==> config.mk <==
export PLATFORM = sky130hd
export DESIGN_NAME = warp_fetch_sched
export DESIGN_NICKNAME = d
export VERILOG_FILES = /design/src/rtl/wfs_pkg.sv /design/src/rtl/wfs_inflight_table.sv /design/src/rtl/wfs_rr_arbiter.sv /design/src/rtl/wfs_err_flag.sv /design/src/rtl/warp_fetch_sched.sv
export SDC_FILE = /design/constraint.sdc
export NUM_CORES = 1
export LEC_CHECK = 0
export BUFFER_PORTS_ARGS = -buffer_cell sky130_fd_sc_hd__buf_2
export CAP_MARGIN = 25
export CORE_MARGIN = 4
export CORE_UTILIZATION = 40
export DETAILED_ROUTE_END_ITERATION = 6
export GPL_ROUTABILITY_DRIVEN = 0
export GPL_TIMING_DRIVEN = 1
export PLACE_DENSITY_LB_ADDON = 0.05
export RECOVER_POWER = 50
export SYNTH_ARGS = -nofsm -noshare
export SYNTH_HDL_FRONTEND = slang
export SYNTH_SLANG_ARGS = --single-unit
==> constraint.sdc <==
create_clock -name clk -period 6.5 [get_ports clk]
set_clock_uncertainty 0.2 [all_clocks]
set_input_delay 0.65 -clock clk [delete_from_list [all_inputs] [get_ports clk]]
set_output_delay 0.65 -clock clk [all_outputs]
set_load 0.05 [all_outputs]
==> src/rtl/wfs_pkg.sv <==
// Package: shared helpers for the warp fetch scheduler.
// Assumes: warp counts of at least 2.
package wfs_pkg;

    // Bits needed to number n warps.
    function automatic int unsigned id_bits(input int unsigned n);
        return (n < 2) ? 1 : $clog2(n);
    endfunction

    // Next index in a ring of n entries.
    function automatic int unsigned ring_next(input int unsigned cur, input int unsigned n);
        return (cur + 1 >= n) ? 0 : cur + 1;
    endfunction

endpackage

==> src/rtl/wfs_inflight_table.sv <==
// Module: per-warp in-flight table.
// What it does: it holds one busy bit per warp. A legal completion clears the
// bit, and a grant sets it; a grant wins when both hit the same warp in one
// cycle. It reports the busy view after this cycle's completion, so the
// arbiter can grant a warp in its completion cycle. It flags a completion
// that has nothing to clear.
// Assumes: at most one completion and one grant per cycle.
module wfs_inflight_table #(
    parameter int unsigned NUM_WARPS = 8,
    parameter int unsigned ID_W      = wfs_pkg::id_bits(NUM_WARPS)
) (
    input  logic                 clk,
    input  logic                 rst_n,
    input  logic                 clr_valid,
    input  logic [ID_W-1:0]      clr_warp,
    input  logic                 set_valid,
    input  logic [ID_W-1:0]      set_warp,
    output logic [NUM_WARPS-1:0] busy_eff,
    output logic                 spurious
);
    logic [NUM_WARPS-1:0] busy_q;
    logic [NUM_WARPS-1:0] clr_vec;
    logic [NUM_WARPS-1:0] set_vec;
    logic                 id_in_range;
    logic                 clr_hit;

    // Check that the completion ID names an existing warp.
    always_comb begin
        id_in_range = (32'(clr_warp) < NUM_WARPS);
    end

    // Decode the completion and the grant into one-hot vectors.
    generate
        for (genvar w = 0; w < NUM_WARPS; w++) begin : g_dec
            assign clr_vec[w] = clr_valid && (32'(clr_warp) == w) && busy_q[w];
            assign set_vec[w] = set_valid && (32'(set_warp) == w);
        end
    endgenerate

    // A completion counts as legal only if it clears a busy entry.
    always_comb begin
        clr_hit  = |clr_vec;
        spurious = clr_valid && !(id_in_range && clr_hit);
    end

    // Busy view after this cycle's completion (same-cycle bypass).
    always_comb begin
        busy_eff = busy_q & ~clr_vec;
    end

    // Update the table: the completion clears first, then the grant sets.
    always_ff @(posedge clk) begin
        if (!rst_n) begin
            busy_q <= '0;
        end else begin
            busy_q <= (busy_q & ~clr_vec) | set_vec;
        end
    end

endmodule

==> src/rtl/wfs_rr_arbiter.sv <==
// Module: round-robin picker with a remembered last grant.
// What it does: it searches upward from the last granted index plus one and
// wraps to 0. It grants only when enabled and when some request is set, and
// moves its pointer only on a grant.
// Assumes: after reset the last grant is NUM_WARPS-1, so index 0 goes first.
module wfs_rr_arbiter #(
    parameter int unsigned NUM_WARPS = 8,
    parameter int unsigned ID_W      = wfs_pkg::id_bits(NUM_WARPS)
) (
    input  logic                 clk,
    input  logic                 rst_n,
    input  logic [NUM_WARPS-1:0] req,
    input  logic                 go,
    output logic                 gnt_valid,
    output logic [ID_W-1:0]      gnt_idx
);
    localparam logic [ID_W-1:0] LAST_RESET = ID_W'(NUM_WARPS - 1);

    logic [ID_W-1:0] last_q;
    logic            found;
    logic [ID_W-1:0] pick;

    // Search for the first request after the last grant.
    always_comb begin
        int unsigned cand;
        found = 1'b0;
        pick  = '0;
        cand  = 32'(last_q);
        for (int k = 0; k < NUM_WARPS; k++) begin
            cand = wfs_pkg::ring_next(cand, NUM_WARPS);
            if (!found && req[cand]) begin
                found = 1'b1;
                pick  = ID_W'(cand);
            end
        end
    end

    // Drive the grant, with a zero index when there is no grant.
    always_comb begin
        gnt_valid = go && found;
        gnt_idx   = gnt_valid ? pick : '0;
    end

    // Remember the last granted index; hold it when there is no grant.
    always_ff @(posedge clk) begin
        if (!rst_n) begin
            last_q <= LAST_RESET;
        end else if (gnt_valid) begin
            last_q <= pick;
        end
    end

endmodule

==> src/rtl/wfs_err_flag.sv <==
// Module: sticky error bit.
// What it does: it sets on any cycle with the set input high and stays set
// until reset.
// Assumes: nothing beyond a synchronous reset.
module wfs_err_flag (
    input  logic clk,
    input  logic rst_n,
    input  logic set,
    output logic flag
);
    // Latch the error until reset.
    always_ff @(posedge clk) begin
        if (!rst_n) begin
            flag <= 1'b0;
        end else if (set) begin
            flag <= 1'b1;
        end
    end

endmodule

==> src/rtl/warp_fetch_sched.sv <==
// Module: warp fetch eligibility scheduler (top).
// What it does: it grants one eligible warp per cycle into the pipeline.
// A warp is eligible when it is enabled and has no instruction in flight.
// The grant is taken off the busy view after this cycle's completion.
// Assumes: completions come from the pipeline, one per cycle at most.
module warp_fetch_sched #(
    parameter int unsigned NUM_WARPS = 8,
    parameter int unsigned ID_W      = wfs_pkg::id_bits(NUM_WARPS)
) (
    input  logic                 clk,
    input  logic                 rst_n,
    input  logic                 pipe_ready,
    input  logic                 done_valid,
    input  logic [ID_W-1:0]      done_warp,
    input  logic [NUM_WARPS-1:0] warp_enable,
    output logic                 fetch_valid,
    output logic [ID_W-1:0]      fetch_warp,
    output logic                 err_flag
);
    logic [NUM_WARPS-1:0] busy_eff;
    logic [NUM_WARPS-1:0] eligible;
    logic                 spurious;

    // Eligible means enabled and not busy after this cycle's completion.
    always_comb begin
        eligible = warp_enable & ~busy_eff;
    end

    wfs_inflight_table #(.NUM_WARPS(NUM_WARPS), .ID_W(ID_W)) u_table (
        .clk      (clk),
        .rst_n    (rst_n),
        .clr_valid(done_valid),
        .clr_warp (done_warp),
        .set_valid(fetch_valid),
        .set_warp (fetch_warp),
        .busy_eff (busy_eff),
        .spurious (spurious)
    );

    wfs_rr_arbiter #(.NUM_WARPS(NUM_WARPS), .ID_W(ID_W)) u_arb (
        .clk      (clk),
        .rst_n    (rst_n),
        .req      (eligible),
        .go       (pipe_ready),
        .gnt_valid(fetch_valid),
        .gnt_idx  (fetch_warp)
    );

    wfs_err_flag u_err (
        .clk  (clk),
        .rst_n(rst_n),
        .set  (spurious),
        .flag (err_flag)
    );

endmodule

==> flow_summary_export.csv, run 1 <==
group,metric,value,unit
setup_path,crit_type,"flop to output pin",
hold_path,whs_path_depth,2,
setup_path,rr_worst_depth,15,
detailed_routing,dr.pass1.iters,4,
synth,syn_avg_cell_area,7.91,sq um
setup_path,crit_path_max_incr_delay,650,ps
placement,portBuffers,19,
timing,fin_crit,5840,ps
floorplan,die_area,6510,sq um
run,timing.max_cap.violations,0,
floorplan,num_rows,26,
setup_path,cp.required,5650,ps
setup_path,start_kind,"flop",
timing,clock.fmax,0.171,GHz
synth,synthArstFlopShare,0,%
finish,final_common_cell,"nand2_1",
floorplan,core,5110,sq um
setup_path,crit_top_cell,"inv_1",
clocking,cts_resized,0,
clocking,postCtsSetupBuffers,0,
finish,drive_gt1_share,17.4,%
clocking,cts_max_level,1,
synth,synth_warnings,0,
floorplan,io_pins,20,
global_route,grt_pass1_vias,1931,
setup_path,critPathMaxFanout,19,
clocking,root_buffer,"clkbuf_8",
setup_path,path_cells,"inv_1, buf_4, ha_1, nand2b_1, a2bb2oi_1, a21oi_1, or4b_4, mux2i_1, nor4b_1, nand2_1, nor2_2, nand3_1, o211a_2, or2_4, inv_1, buf_2",
global_route,overflow,0,
detailed_routing,drc,0,
finish,layout_common_cells,"nand2_1, buf_2, mux2i_1",
hold_path,hp-class,"flop to flop",
synth,ys_seq_area_share,11.4,%
finish,antenna_cells,0,
global_route,grt_max_degree,22,
setup_path,r2r_start,"u_arb.last_q[0]",
synth,synth_area,2110,sq um
timing,drv_slew,0,
timing,min_period_over_period,89.9,%
detailed_routing,vias,2159,
setup_path,worst-path-buf-inv,4,
setup_path,path_delay_family,"simple AND/OR/NAND/NOR gates",
detailed_routing,viasPerCell,6.24,
synth,syn_inst,267,
timing,hold_viol,0,
timing,max_slew.worst_pin.slew,717,ps
setup_path,crit_path_end_kind,"output pin",
detailed_routing,drtAntennaViolNets,0,
finish,nFillCells,529,
global_route,grt_pass1_wl,9830,microns
clocking,cts_tree,"built",
clocking,numCtsBuffers,3,
clocking,cts_hold_buf,0,
floorplan,initial_core_util,41.4,%
floorplan,die_x,80.7,microns
detailed_routing,wire_per_inst,17.4,microns
detailed_routing,wl,6020,microns
finish,num-nets-final,299,
setup_path,ff2ff_setup_slack,1470,ps
hold_path,min_from,"u_table.busy_q[4]",
global_route,antenna_found_initial,0,
detailed_routing,drt_iter0_drc,197,
synth,synthDistinctLibCells,78,
clocking,path_clk_slew,50,ps
timing,rsz0062_at_grt,"no",
clocking,cts_buffer_depth,2,
synth,synth_edf_count,0,
synth,ys.flop_type,"dfxtp_1",
hold_path,min_to,"u_table.busy_q[4]",
clocking,insertion_delay,240,ps
clocking,clock_sinks,12,
synth,synth_seq_cells,12,
placement,hpwl,4750,microns
setup_path,critPathArrivalTime,4990,ps
timing,slew_headroom,52.2,%
finish,syn2layout_area_growth,6.93,%
setup_path,worst_path_max_delay_cell,"ha_1",
timing,fin_tns_setup,0,ps
timing,finalSetupViolations,0,
floorplan,die_h,80.7,microns
setup_path,r2r-end,"u_table.busy_q[7]",
global_route,grt_use_total,19.2,%
outcome,outcome,"complete, no violations",
synth,synth_nets,288,
[Yosys cell counts (3+ instances only)]
cell type,count,area share (%)
a211oi_1,4,1.4
a21boi_0,4,1.4
a21boi_1,3,1.1
a21o_1,7,2.5
a21oi_1,7,1.7
a31oi_1,7,2.1
a32oi_1,4,1.7
buf_2,4,0.95
buf_4,3,1.1
clkbuf_1,7,1.2
dfxtp_1,12,11
ha_1,6,3.6
inv_1,8,1.4
mux2_2,4,2.1
mux2i_1,14,6.6
mux4_2,5,5.3
nand2_1,24,4.3
nand2b_1,10,3.0
nand3_1,10,2.4
nand3b_1,5,1.8
nand4_1,3,0.89
nand4b_1,3,1.2
nor2_1,10,1.8
nor2b_1,6,1.8
nor3_1,10,2.4
o211ai_1,4,1.4
o21ai_0,8,1.9
o22ai_1,3,0.89
or3_1,5,1.5
[layer usage]
metal | routed length (microns) | part of all wire [%] | track usage (%)
met2 | 2670 | 44 | 28.6
met5 | 0 | 0 | 0
met3 | 248 | 4.1 | 1.01
met1 | 3000 | 50 | 29.1
met4 | 102 | 1.7 | 6.25
[flip-flops by register name, summed over array words and instances (netlist names)]
register        cells
u_table.busy_q      8
u_arb.last_q        3
u_err.flag          1
[logic make-up after synthesis]
logic type	synth area share, %
simple gates	28.9
compound gates	33.5
buf+inv	6.28
mux	14.1
flops	11.4
fa+ha+maj	3.55
xor+xnor	2.31
[stage by stage]
stage | instance area (sq um) | cells | setup WS [ps] | util (%) | hold WS (ps)
2_1_floorplan | 2110 | 267 | 1510 | - | 242
3_3_place_gp | 2230 | 343 | 967 | 43.6 | 255
3_5_place_dp | 2230 | 343 | 1050 | 43.6 | 269
4_1_cts | 2270 | 346 | 779 | 44.4 | 278
5_1_grt | 2260 | 346 | 273 | 44.2 | 306
6_report | 2260 | 346 | 657 | 44.2 | 276
[cell type report]
| class | instances | area, sq um | area share [%] |
|---|---|---|---|
| Tap cell | 70 | 87.6 | 3.88 |
| Clock buffer | 3 | 41.3 | 1.83 |
| Inverter | 11 | 41.3 | 1.83 |
| Multi-Input combinational cell | 228 | 1730 | 76.7 |
| Timing Repair Buffer | 22 | 115 | 5.10 |
| Sequential cell | 12 | 240 | 10.6 |
[worst max path at each step]
stage | startpoint | endpoint | slack, ps | depth (start not counted)
2_1_floorplan | u_arb.last_q[0] | fetch_warp[2] | 1510 | 14
3_3_place_gp | u_arb.last_q[0] | fetch_warp[0] | 970 | 16
3_5_place_dp | u_arb.last_q[0] | fetch_warp[0] | 1050 | 16
4_1_cts | u_arb.last_q[0] | fetch_warp[0] | 780 | 16
5_1_grt | u_arb.last_q[0] | fetch_warp[0] | 270 | 16
6_report | u_arb.last_q[0] | fetch_warp[0] | 660 | 16
[worst reg2reg max path: cells and delay by family, from the launching register on]
family	cells	cell delay (ps)
multiplexers	1	230
buffers and inverters	2	280
AND/OR/NAND/NOR	7	2220
AO/OA/AOI/OAI	4	1020
flip-flops	1	300
adder cells (fa/ha/maj)	1	660
Power of run 1 is not shown: default switching activity piles up to over one toggle a cycle in this logic, so the estimate is an artifact.
==> run 2, diff against run 1 <==
--- a/config.mk
+++ b/config.mk
@@ -8,7 +8,7 @@
 export BUFFER_PORTS_ARGS = -buffer_cell sky130_fd_sc_hd__buf_2
 export CAP_MARGIN = 25
 export CORE_MARGIN = 4
-export CORE_UTILIZATION = 40
+export CORE_UTILIZATION = 50
 export DETAILED_ROUTE_END_ITERATION = 6
 export GPL_ROUTABILITY_DRIVEN = 0
 export GPL_TIMING_DRIVEN = 1
==> flow_summary_export.csv, run 2 (same netlist as run 1, synthesis figures left out) <==
group,metric,value,unit
timing,drv_slew,0,
clocking,cts_buffer_depth,2,
floorplan,die_h,73.0,microns
finish,syn2layout_area_growth,6.04,%
timing,min_period_over_period,90.7,%
clocking,postCtsSetupBuffers,0,
detailed_routing,viasPerCell,6.59,
finish,regArea,240,sq um
setup_path,critPathArrivalTime,5040,ps
setup_path,start_kind,"flop",
detailed_routing,dr.pass1.iters,5,
setup_path,path_cells,"inv_1, ha_1, nand2b_1, a2bb2oi_1, a21oi_1, or4b_4, mux2i_1, nor4b_1, nand2_1, nor2_2, nand3_1, o211a_2, or2_4, inv_1, buf_2",
timing,fin_tns_setup,0,ps
finish,antenna_cells,0,
setup_path,cp.required,5650,ps
finish,largest_register_ffs,8,
timing,finalSetupViolations,0,
floorplan,core,4030,sq um
timing,max_slew.worst_pin.slew,704,ps
global_route,grt_max_degree,22,
detailed_routing,drtAntennaViolNets,0,
floorplan,initial_core_util,52.4,%
timing,fin_ws,607,ps
clocking,cts_tree,"built",
detailed_routing,wl,5700,microns
global_route,grt_use_total,22.5,%
placement,place_ws,967,ps
setup_path,crit_top_cell,"inv_1",
clocking,cts_max_level,1,
detailed_routing,drt_iter0_drc,201,
floorplan,die_x,73.0,microns
placement,hpwl,4400,microns
setup_path,worst-path-buf-inv,3,
finish,multiInputGateArea,1730,sq um
floorplan,io_pins,20,
hold_path,hp-class,"flop to flop",
finish,drive_gt1_share,17.4,%
clocking,path_clk_slew,60,ps
timing,fin_crit,5890,ps
finish,layout_common_cells,"nand2_1, buf_2, mux2i_1",
finish,nFillCells,412,
clocking,root_buffer,"clkbuf_8",
setup_path,path_delay_family,"simple AND/OR/NAND/NOR gates",
finish,largest_registers,"u_table.busy_q: 8 flops, u_arb.last_q: 3 flops, u_err.flag: 1 flops",
setup_path,crit_type,"flop to output pin",
placement,portBuffers,19,
global_route,grt_pass1_vias,1966,
timing,rsz0062_at_grt,"no",
timing,slew_headroom,53.1,%
clocking,numCtsBuffers,3,
timing,hold_viol,0,
detailed_routing,drc,0,
floorplan,die_area,5330,sq um
clocking,clock_sinks,12,
detailed_routing,wire_per_inst,17.5,microns
global_route,overflow,0,
global_route,grt_pass1_wl,9670,microns
run,timing.max_cap.violations,0,
outcome,outcome,"complete, no violations",
setup_path,critPathMaxFanout,19,
setup_path,crit_path_max_incr_delay,690,ps
finish,final_util,55.6,%
finish,final_common_cell,"nand2_1",
clocking,insertion_delay,250,ps
floorplan,num_rows,23,
clocking,cts_resized,0,
setup_path,worst_path_max_delay_cell,"ha_1",
setup_path,crit_path_end_kind,"output pin",
finish,top_register,"u_table.busy_q",
finish,num-nets-final,298,
setup_path,ff2ff_setup_slack,1440,ps
detailed_routing,vias,2147,
global_route,antenna_found_initial,0,
timing,clock.fmax,0.170,GHz
clocking,cts_hold_buf,0,
run 2: cell types whose count changed in the layout (fill, tap and decap cells not counted), sizes merged:
cell,change
buf,-1
clkbuf,+1
run 2: final timing paths:
path,depth (start not counted),startpoint,to
hold / removal,2,u_err.flag,u_err.flag
hold reg to reg,2,u_err.flag,u_err.flag
setup / recovery,15,u_arb.last_q[0],fetch_warp[0]
setup reg to reg,14,u_arb.last_q[0],u_table.busy_q[7]
run 2: area by class of cell:
| type | instances | area share [%] |
|---|---|---|
| multi-input combinational | 228 | 77.4 |
| sequential | 12 | 10.7 |
| timing repair buffer | 21 | 4.80 |
| tap | 50 | 2.79 |
| clock buffer | 4 | 2.46 |
| inverter | 11 | 1.84 |
run 2: metrics by stage:
stage	instances	hold slack [ps]	instance area [sq um]
2_1_floorplan	267	242	2110
3_3_place_gp	322	255	2190
3_5_place_dp	322	261	2190
4_1_cts	326	283	2250
5_1_grt	326	302	2240
6_report	326	282	2240
run 2: worst min-delay path: cells and delay by family (launching register included):
| family | cells | cell delay [ps] |
|---|---|---|
| AOI/OAI and AO/OA | 1 | 40 |
| DFF | 1 | 330 |
| and+or+nand+nor | 1 | 70 |
run 2: routing by layer:
layer / GRT usage [%] / up-vias / share of wire (%)
met2: 38.8 / 76 / 49
met1: 29.4 / 1006 / 46
met5: 0 / - / 0
met3: 3.72 / 6 / 5.1
met4: 4.51 / 0 / 0.77
li1: - / 1059 / -
Power of run 2 is left out for the same reason.
